===== config.mk =====
export PLATFORM = sky130hd
export DESIGN_NAME = lmt_timer
export DESIGN_NICKNAME = d
export VERILOG_FILES = /design/src/rtl/lmt_pkg.sv /design/src/rtl/lmt_decode.sv /design/src/rtl/lmt_core.sv /design/src/rtl/lmt_modereg.sv /design/src/rtl/lmt_timer.sv
export SDC_FILE = /design/constraint.sdc
export NUM_CORES = 1
export LEC_CHECK = 0
export ABC_AREA = 0
export BUFFER_PORTS_ARGS = -buffer_cell sky130_fd_sc_hd__buf_2
export CAP_MARGIN = 20
export CORE_ASPECT_RATIO = 0.5
export CORE_MARGIN = 2
export CORE_UTILIZATION = 50
export CTS_CLUSTER_DIAMETER = 40
export CTS_CLUSTER_SIZE = 10
export DETAILED_ROUTE_END_ITERATION = 7
export PLACE_DENSITY = 0.73
export SLEW_MARGIN = 20
export SYNTH_ARGS = -nofsm -noshare
export SYNTH_HDL_FRONTEND = slang
export SYNTH_SLANG_ARGS = --single-unit
export TNS_END_PERCENT = 5

===== constraint.sdc =====
create_clock -name clk -period 2.5 [get_ports clk]
set_input_delay 0.25 -clock clk [delete_from_list [all_inputs] [get_ports clk]]
set_output_delay 0.25 -clock clk [all_outputs]
set_load 0.01 [all_outputs]

===== src/rtl/lmt_pkg.sv =====
package lmt_pkg;

    localparam int ADDR_W  = 5;
    localparam int FLD_LO  = 9;
    localparam int FLAG_BIT = 31;

    typedef enum logic [2:0] {
        SEL_LIMIT,
        SEL_COUNT,
        SEL_LIMIT_KEEP,
        SEL_MODE,
        SEL_NONE
    } sel_e;

    typedef struct packed {
        logic ld_restart;
        logic ld_keep;
        logic ack;
        logic mode_wr;
    } cmd_t;

    function automatic sel_e decode_offset(input logic [ADDR_W-1:0] a);
        case (a)
            5'h00:   return SEL_LIMIT;
            5'h04:   return SEL_COUNT;
            5'h08:   return SEL_LIMIT_KEEP;
            5'h10:   return SEL_MODE;
            default: return SEL_NONE;
        endcase
    endfunction

endpackage


===== src/rtl/lmt_decode.sv =====
module lmt_decode
    import lmt_pkg::*;
(
    input  logic              wr_en,
    input  logic              rd_en,
    input  logic [ADDR_W-1:0] addr,
    output cmd_t              cmd,
    output sel_e              rsel
);
    sel_e sel;

    always_comb begin
        sel            = decode_offset(addr);
        rsel           = sel;
        cmd.ld_restart = wr_en && (sel == SEL_LIMIT);
        cmd.ld_keep    = wr_en && (sel == SEL_LIMIT_KEEP);
        cmd.ack        = rd_en && (sel == SEL_LIMIT);
        cmd.mode_wr    = wr_en && (sel == SEL_MODE);
    end
endmodule


===== src/rtl/lmt_core.sv =====
module lmt_core
    import lmt_pkg::*;
#(
    parameter int CNT_W = 22
) (
    input  logic             clk,
    input  logic             rst,
    input  logic             tick,
    input  cmd_t             cmd,
    input  logic [CNT_W-1:0] new_lim,
    output logic [CNT_W-1:0] cnt_q,
    output logic [CNT_W-1:0] lim_q,
    output logic             reached_q,
    output logic             irq_q
);
    logic [CNT_W-1:0] cnt_nxt;
    logic             hit;

    always_comb begin
        cnt_nxt = cnt_q + CNT_W'(1);
        hit     = tick && (lim_q != '0) && (cnt_nxt == lim_q) && !cmd.ld_restart;
    end

    always_ff @(posedge clk) begin
        if (rst) begin
            cnt_q <= '0;
            lim_q <= '0;
        end else if (cmd.ld_restart) begin
            cnt_q <= '0;
            lim_q <= new_lim;
        end else begin
            if (cmd.ld_keep) lim_q <= new_lim;
            if (tick)        cnt_q <= hit ? '0 : cnt_nxt;
        end
    end

    always_ff @(posedge clk) begin
        if (rst) begin
            reached_q <= 1'b0;
            irq_q     <= 1'b0;
        end else begin
            if (hit)          reached_q <= 1'b1;
            else if (cmd.ack) reached_q <= 1'b0;
            if (hit)                              irq_q <= 1'b1;
            else if (cmd.ack || cmd.ld_restart)   irq_q <= 1'b0;
        end
    end

    p_irq_needs_tick_r3: assert property (@(posedge clk) disable iff (rst)
        $rose(irq_q) |-> $past(tick));

    p_irq_sticky_r3: assert property (@(posedge clk) disable iff (rst)
        (irq_q && !cmd.ack && !cmd.ld_restart) |=> irq_q);

    p_no_free_match_r4: assert property (@(posedge clk) disable iff (rst)
        $rose(reached_q) |-> ($past(lim_q) != '0));

    p_restart_r5: assert property (@(posedge clk) disable iff (rst)
        cmd.ld_restart |=> (cnt_q == '0 && !irq_q));

    p_keep_count_r6: assert property (@(posedge clk) disable iff (rst)
        (cmd.ld_keep && !tick) |=> $stable(cnt_q));

    p_ack_clears_r7: assert property (@(posedge clk) disable iff (rst)
        (cmd.ack && !tick) |=> (!reached_q && !irq_q));
endmodule


===== src/rtl/lmt_modereg.sv =====
module lmt_modereg #(
    parameter int NPROC = 4
) (
    input  logic             clk,
    input  logic             rst,
    input  logic             wr,
    input  logic [NPROC-1:0] din,
    output logic [NPROC-1:0] mode_q
);
    always_ff @(posedge clk) begin
        if (rst)     mode_q <= '0;
        else if (wr) mode_q <= din;
    end

    p_mode_hold_r9: assert property (@(posedge clk) disable iff (rst)
        !wr |=> $stable(mode_q));
endmodule


===== src/rtl/lmt_timer.sv =====
module lmt_timer
    import lmt_pkg::*;
#(
    parameter int CNT_W = 22,
    parameter int NPROC = 4
) (
    input  logic              clk,
    input  logic              rst,
    input  logic              tick,
    input  logic              wr_en,
    input  logic              rd_en,
    input  logic [ADDR_W-1:0] addr,
    input  logic [31:0]       wdata,
    output logic [31:0]       rdata,
    output logic              irq,
    output logic [NPROC-1:0]  mode_out
);
    cmd_t             cmd;
    sel_e             rsel;
    logic [CNT_W-1:0] cnt_q, lim_q;
    logic             reached_q, irq_q;
    logic [NPROC-1:0] mode_q;
    logic [31:0]      rd_val, rdata_q;

    lmt_decode u_decode (
        .wr_en (wr_en),
        .rd_en (rd_en),
        .addr  (addr),
        .cmd   (cmd),
        .rsel  (rsel)
    );

    lmt_core #(.CNT_W(CNT_W)) u_core (
        .clk       (clk),
        .rst       (rst),
        .tick      (tick),
        .cmd       (cmd),
        .new_lim   (wdata[FLD_LO +: CNT_W]),
        .cnt_q     (cnt_q),
        .lim_q     (lim_q),
        .reached_q (reached_q),
        .irq_q     (irq_q)
    );

    lmt_modereg #(.NPROC(NPROC)) u_mode (
        .clk    (clk),
        .rst    (rst),
        .wr     (cmd.mode_wr),
        .din    (wdata[NPROC-1:0]),
        .mode_q (mode_q)
    );

    always_comb begin
        rd_val = '0;
        case (rsel)
            SEL_LIMIT: rd_val[FLD_LO +: CNT_W] = lim_q;
            SEL_COUNT: begin
                rd_val[FLD_LO +: CNT_W] = cnt_q;
                rd_val[FLAG_BIT]        = reached_q;
            end
            SEL_MODE:  rd_val[NPROC-1:0] = mode_q;
            default:   rd_val = '0;
        endcase
    end

    always_ff @(posedge clk) begin
        if (rst)        rdata_q <= '0;
        else if (rd_en) rdata_q <= rd_val;
    end

    assign rdata    = rdata_q;
    assign irq      = irq_q;
    assign mode_out = mode_q;

    p_undef_zero_r8: assert property (@(posedge clk) disable iff (rst)
        (rd_en && (rsel == SEL_NONE || rsel == SEL_LIMIT_KEEP)) |=> (rdata == 32'h0));

    p_rdata_hold_r11: assert property (@(posedge clk) disable iff (rst)
        !rd_en |=> $stable(rdata));
endmodule


==> flow_metrics.env <==
export IMPL_status="finished clean"
export IMPL_synthTopCellsByArea="dfxtp_1 37%, mux2_2 5.9%, nand2_1 5.1%"
export IMPL_r2r_cells=9
export IMPL_slowest_delay_ns=0.44
export IMPL_drt_pass1_iter_count=5
export IMPL_setup_viol=0
export IMPL_synth_flop_cell="dfxtp_1"
export IMPL_r2r_end="u_core.cnt_q[13]"
export IMPL_finalPower_uw=2830
export IMPL_area_growth_pct=24.1
export IMPL_path_clk_slew_ns=0.06
export IMPL_num_vias=3665
export IMPL_grt_start_max_net_pins=56
export IMPL_antenna_found_initial=0
export IMPL_io_buffer_count=67
export IMPL_routed_wl_microns=10500
export IMPL_synth_area_sq_um=4200
export IMPL_synth_top_area_cell="dfxtp_1"
export IMPL_synth_edff_count=0
export IMPL_cp_max_fo=14
export IMPL_required_ns=2.74
export IMPL_die_x_microns=134
export IMPL_drt_iter0_drc=248
export IMPL_leakagePower_uw=0.00215
export IMPL_crit_start="u_core.cnt_q[1]"
export IMPL_routabilityCongestion=0.923
export IMPL_insertion_delay_ns=0.35
export IMPL_antenna_cells=0
export IMPL_rsz0062_at_grt="true"
export IMPL_synthArstFlopShare=0
export IMPL_min_path_type="in2reg"
export IMPL_avgSynthCellArea_sq_um=8.87
export IMPL_hold_violations=0
export IMPL_place_area_sq_um=4810
export IMPL_clockBufferDepth=2
export IMPL_cts_htree_levels=3
export IMPL_die_area_sq_um=9190
export IMPL_power_density_nw_per_um2=542
export IMPL_synth_top_area_frac=0.367
export IMPL_cts_buffers=9
export IMPL_nets=603
export IMPL_overflow=0
export IMPL_drc=0
export IMPL_yosysUniqueCellTypes=67
export IMPL_fin_tns_setup_ns=0
export IMPL_crit_type="reg2reg"
export IMPL_finalMaxSlewViolations=0
export IMPL_cts_tree="yes"
export IMPL_cts_sinks=77
export IMPL_synth_warning_count=0
export IMPL_grtUsageTotal=0.237
export IMPL_hold_buffers=0
export IMPL_slowest_stage="a311oi_4"
export IMPL_holdPathEnd="u_mode.mode_q[0]"
export IMPL_worst_r2r_startpoint="u_core.cnt_q[1]"
export IMPL_grt_pass1_vias=3376
export IMPL_cp_arrival_ns=2.70
export IMPL_cts_root_buf="clkbuf_16"
export IMPL_ios=79
export IMPL_fmax_ghz=0.406
export IMPL_viasPerCell=5.41
export IMPL_start_kind="register"
export IMPL_core_area_sq_um=8090
export IMPL_cp_cell_sequence="ha_4, buf_4, nor4b_1, o211ai_1, a311oi_4, o2111ai_4, nand2b_4, buf_12, nor2_1"
export IMPL_grt_pass1_wl_microns=16800
export IMPL_antenna_left=0
export IMPL_period_minus_slack_ns=2.46
export IMPL_start_util=0.519
export IMPL_ys_seq_area_frac=0.367
export IMPL_die_h_microns=68.8
export IMPL_r2r_setup_slack_ns=0.04
export IMPL_skew_ns=0.00368
export IMPL_ir_drop_v=0.000401
export IMPL_max_slew_margin_rel=0.631
export IMPL_drive_gt1_frac=0.352
export IMPL_fin_crit_sh=0.985
export IMPL_cp_end_kind="register"
export IMPL_holdCritStartpoint="wdata[0]"
export IMPL_stdcell_area_sq_um=5210
export IMPL_rows=23
export IMPL_routedWlPerCell_microns=15.6
export IMPL_worst_slew_pin_slew_ns=0.553
export IMPL_max_cap_viol_count=0
export IMPL_hold_depth=3
export IMPL_hpwl_microns=7590
export IMPL_synth_seq_cells=77
export IMPL_syn_inst=473
-- how the worst max path moves through the flow --
stage | to | slack (ns) | cells past startpoint
2_1_floorplan | u_core.cnt_q[9] | -0.009 | 11
3_3_place_gp | u_core.cnt_q[21] | 0.01 | 10
3_5_place_dp | u_core.cnt_q[1] | -0.01 | 9
4_1_cts | u_core.cnt_q[17] | 0.003 | 10
5_1_grt | u_core.cnt_q[18] | -0.07 | 11
6_report | u_core.cnt_q[13] | 0.04 | 9
-- cell type report --
cell class / instances / area (sq um)
clock buffer: 9 / 225
sequential: 77 / 1560
timing repair buffer: 112 / 693
clock inverter: 7 / 87.6
inverter: 4 / 17.5
fill: 699 / 2880
multi-input combinational: 356 / 2490
tap: 112 / 140
-- metal layers --
metal / up-vias / global-route usage / part of all wire
met5: - / 0 / 0
met4: 0 / 0.0678 / 0.011
met3: 11 / 0.0789 / 0.065
met2: 115 / 0.371 / 0.43
met1: 1725 / 0.317 / 0.49
li1: 1814 / - / -
-- power breakdown --
part | total [uW] | switching (uW) | internal, uW
combinational | 195 | 112 | 82.7
sequential | 1240 | 11.8 | 1230
clock | 1390 | 586 | 802
-- per-stage QoR --
stage / utilization / hold slack (ns) / std cells / setup slack, ns
floorplan: - / 0.386 / 477 / -0.00947
global placement: 0.595 / 0.470 / 659 / 0.0148
detailed placement: 0.595 / 0.486 / 659 / -0.0133
CTS: 0.634 / 0.125 / 675 / 0.00301
global route: 0.644 / 0.131 / 677 / -0.0653
finish: 0.644 / 0.129 / 677 / 0.0382
-- flip-flops by register name (all words and copies together) (netlist names) --
register / count
rdata: 27
u_core.cnt_q: 22
u_core.irq_q: 1
u_core.lim_q: 22
u_core.reached_q: 1
u_mode.mode_q: 4
-- repair_timing --
action | in CTS | in global routing
gates resized for setup | 2 | 18
setup buffers | 0 | 2
setup endpoints to repair | 19 | 24
pin swaps | 0 | 13
-- cells in the final DEF, fill, tap and decap left out, types with 3 or more instances in the layout --
cell       instances
nand3_1           14
a21oi_1           29
buf_4             42
nor4_1             6
nor2_1            50
nand2b_1           7
inv_6              4
mux2_2            22
o21ai_0            3
xor2_1            23
a22oi_1           26
and2_1             3
nor3b_1            3
clkbuf_16          9
conb_1             5
nor3_1             3
xnor2_1           23
mux2i_1            4
nand3_2            6
nor2_4            10
o21ai_2            3
and3_1             4
nand2_1           57
nand4_1            7
dfxtp_4            5
nor4_4             3
buf_2             67
dfxtp_1           71
-- worst max-delay path, delay by kind of cell (launching register included) --
family | cells | cell delay, ns
compound gates | 3 | 0.85
fa+ha+maj | 1 | 0.19
buf+inv | 2 | 0.34
flops | 1 | 0.38
simple gates | 3 | 0.59
-- cells in the mapped netlist (4+ instances only) --
cell and number:
clkbuf_1 21, a22oi_1 26, and3_1 4, buf_4 7, buf_6 5, a21oi_1 29, nand4_1 7, nand2b_1 7
xnor2_1 24, mux2_2 22, nor2_4 10, nor2_1 50, nand3_1 18, o21ai_0 5, xor2_1 23, nand2_1 57
dfxtp_1 77, nor4_1 6, nor3_1 4, mux2i_1 4
-- logic make-up (layout without fill, tap and decap cells) --
| family | count (synthesis) | in the layout | share of synthesized area |
|---|---|---|---|
| xor gates and xnor gates | 47 | 47 | 0.0981 |
| adders and majority gates | 1 | 1 | 0.00298 |
| muxes | 26 | 26 | 0.0686 |
| buffers and inverters | 44 | 132 | 0.0641 |
| other | 1 | 5 | 0.000893 |
| AOI/OAI and AO/OA | 79 | 79 | 0.134 |
| and+or+nand+nor | 198 | 198 | 0.264 |
| DFF | 77 | 77 | 0.367 |
No activity file was read; power rests on OpenSTA's default activity.
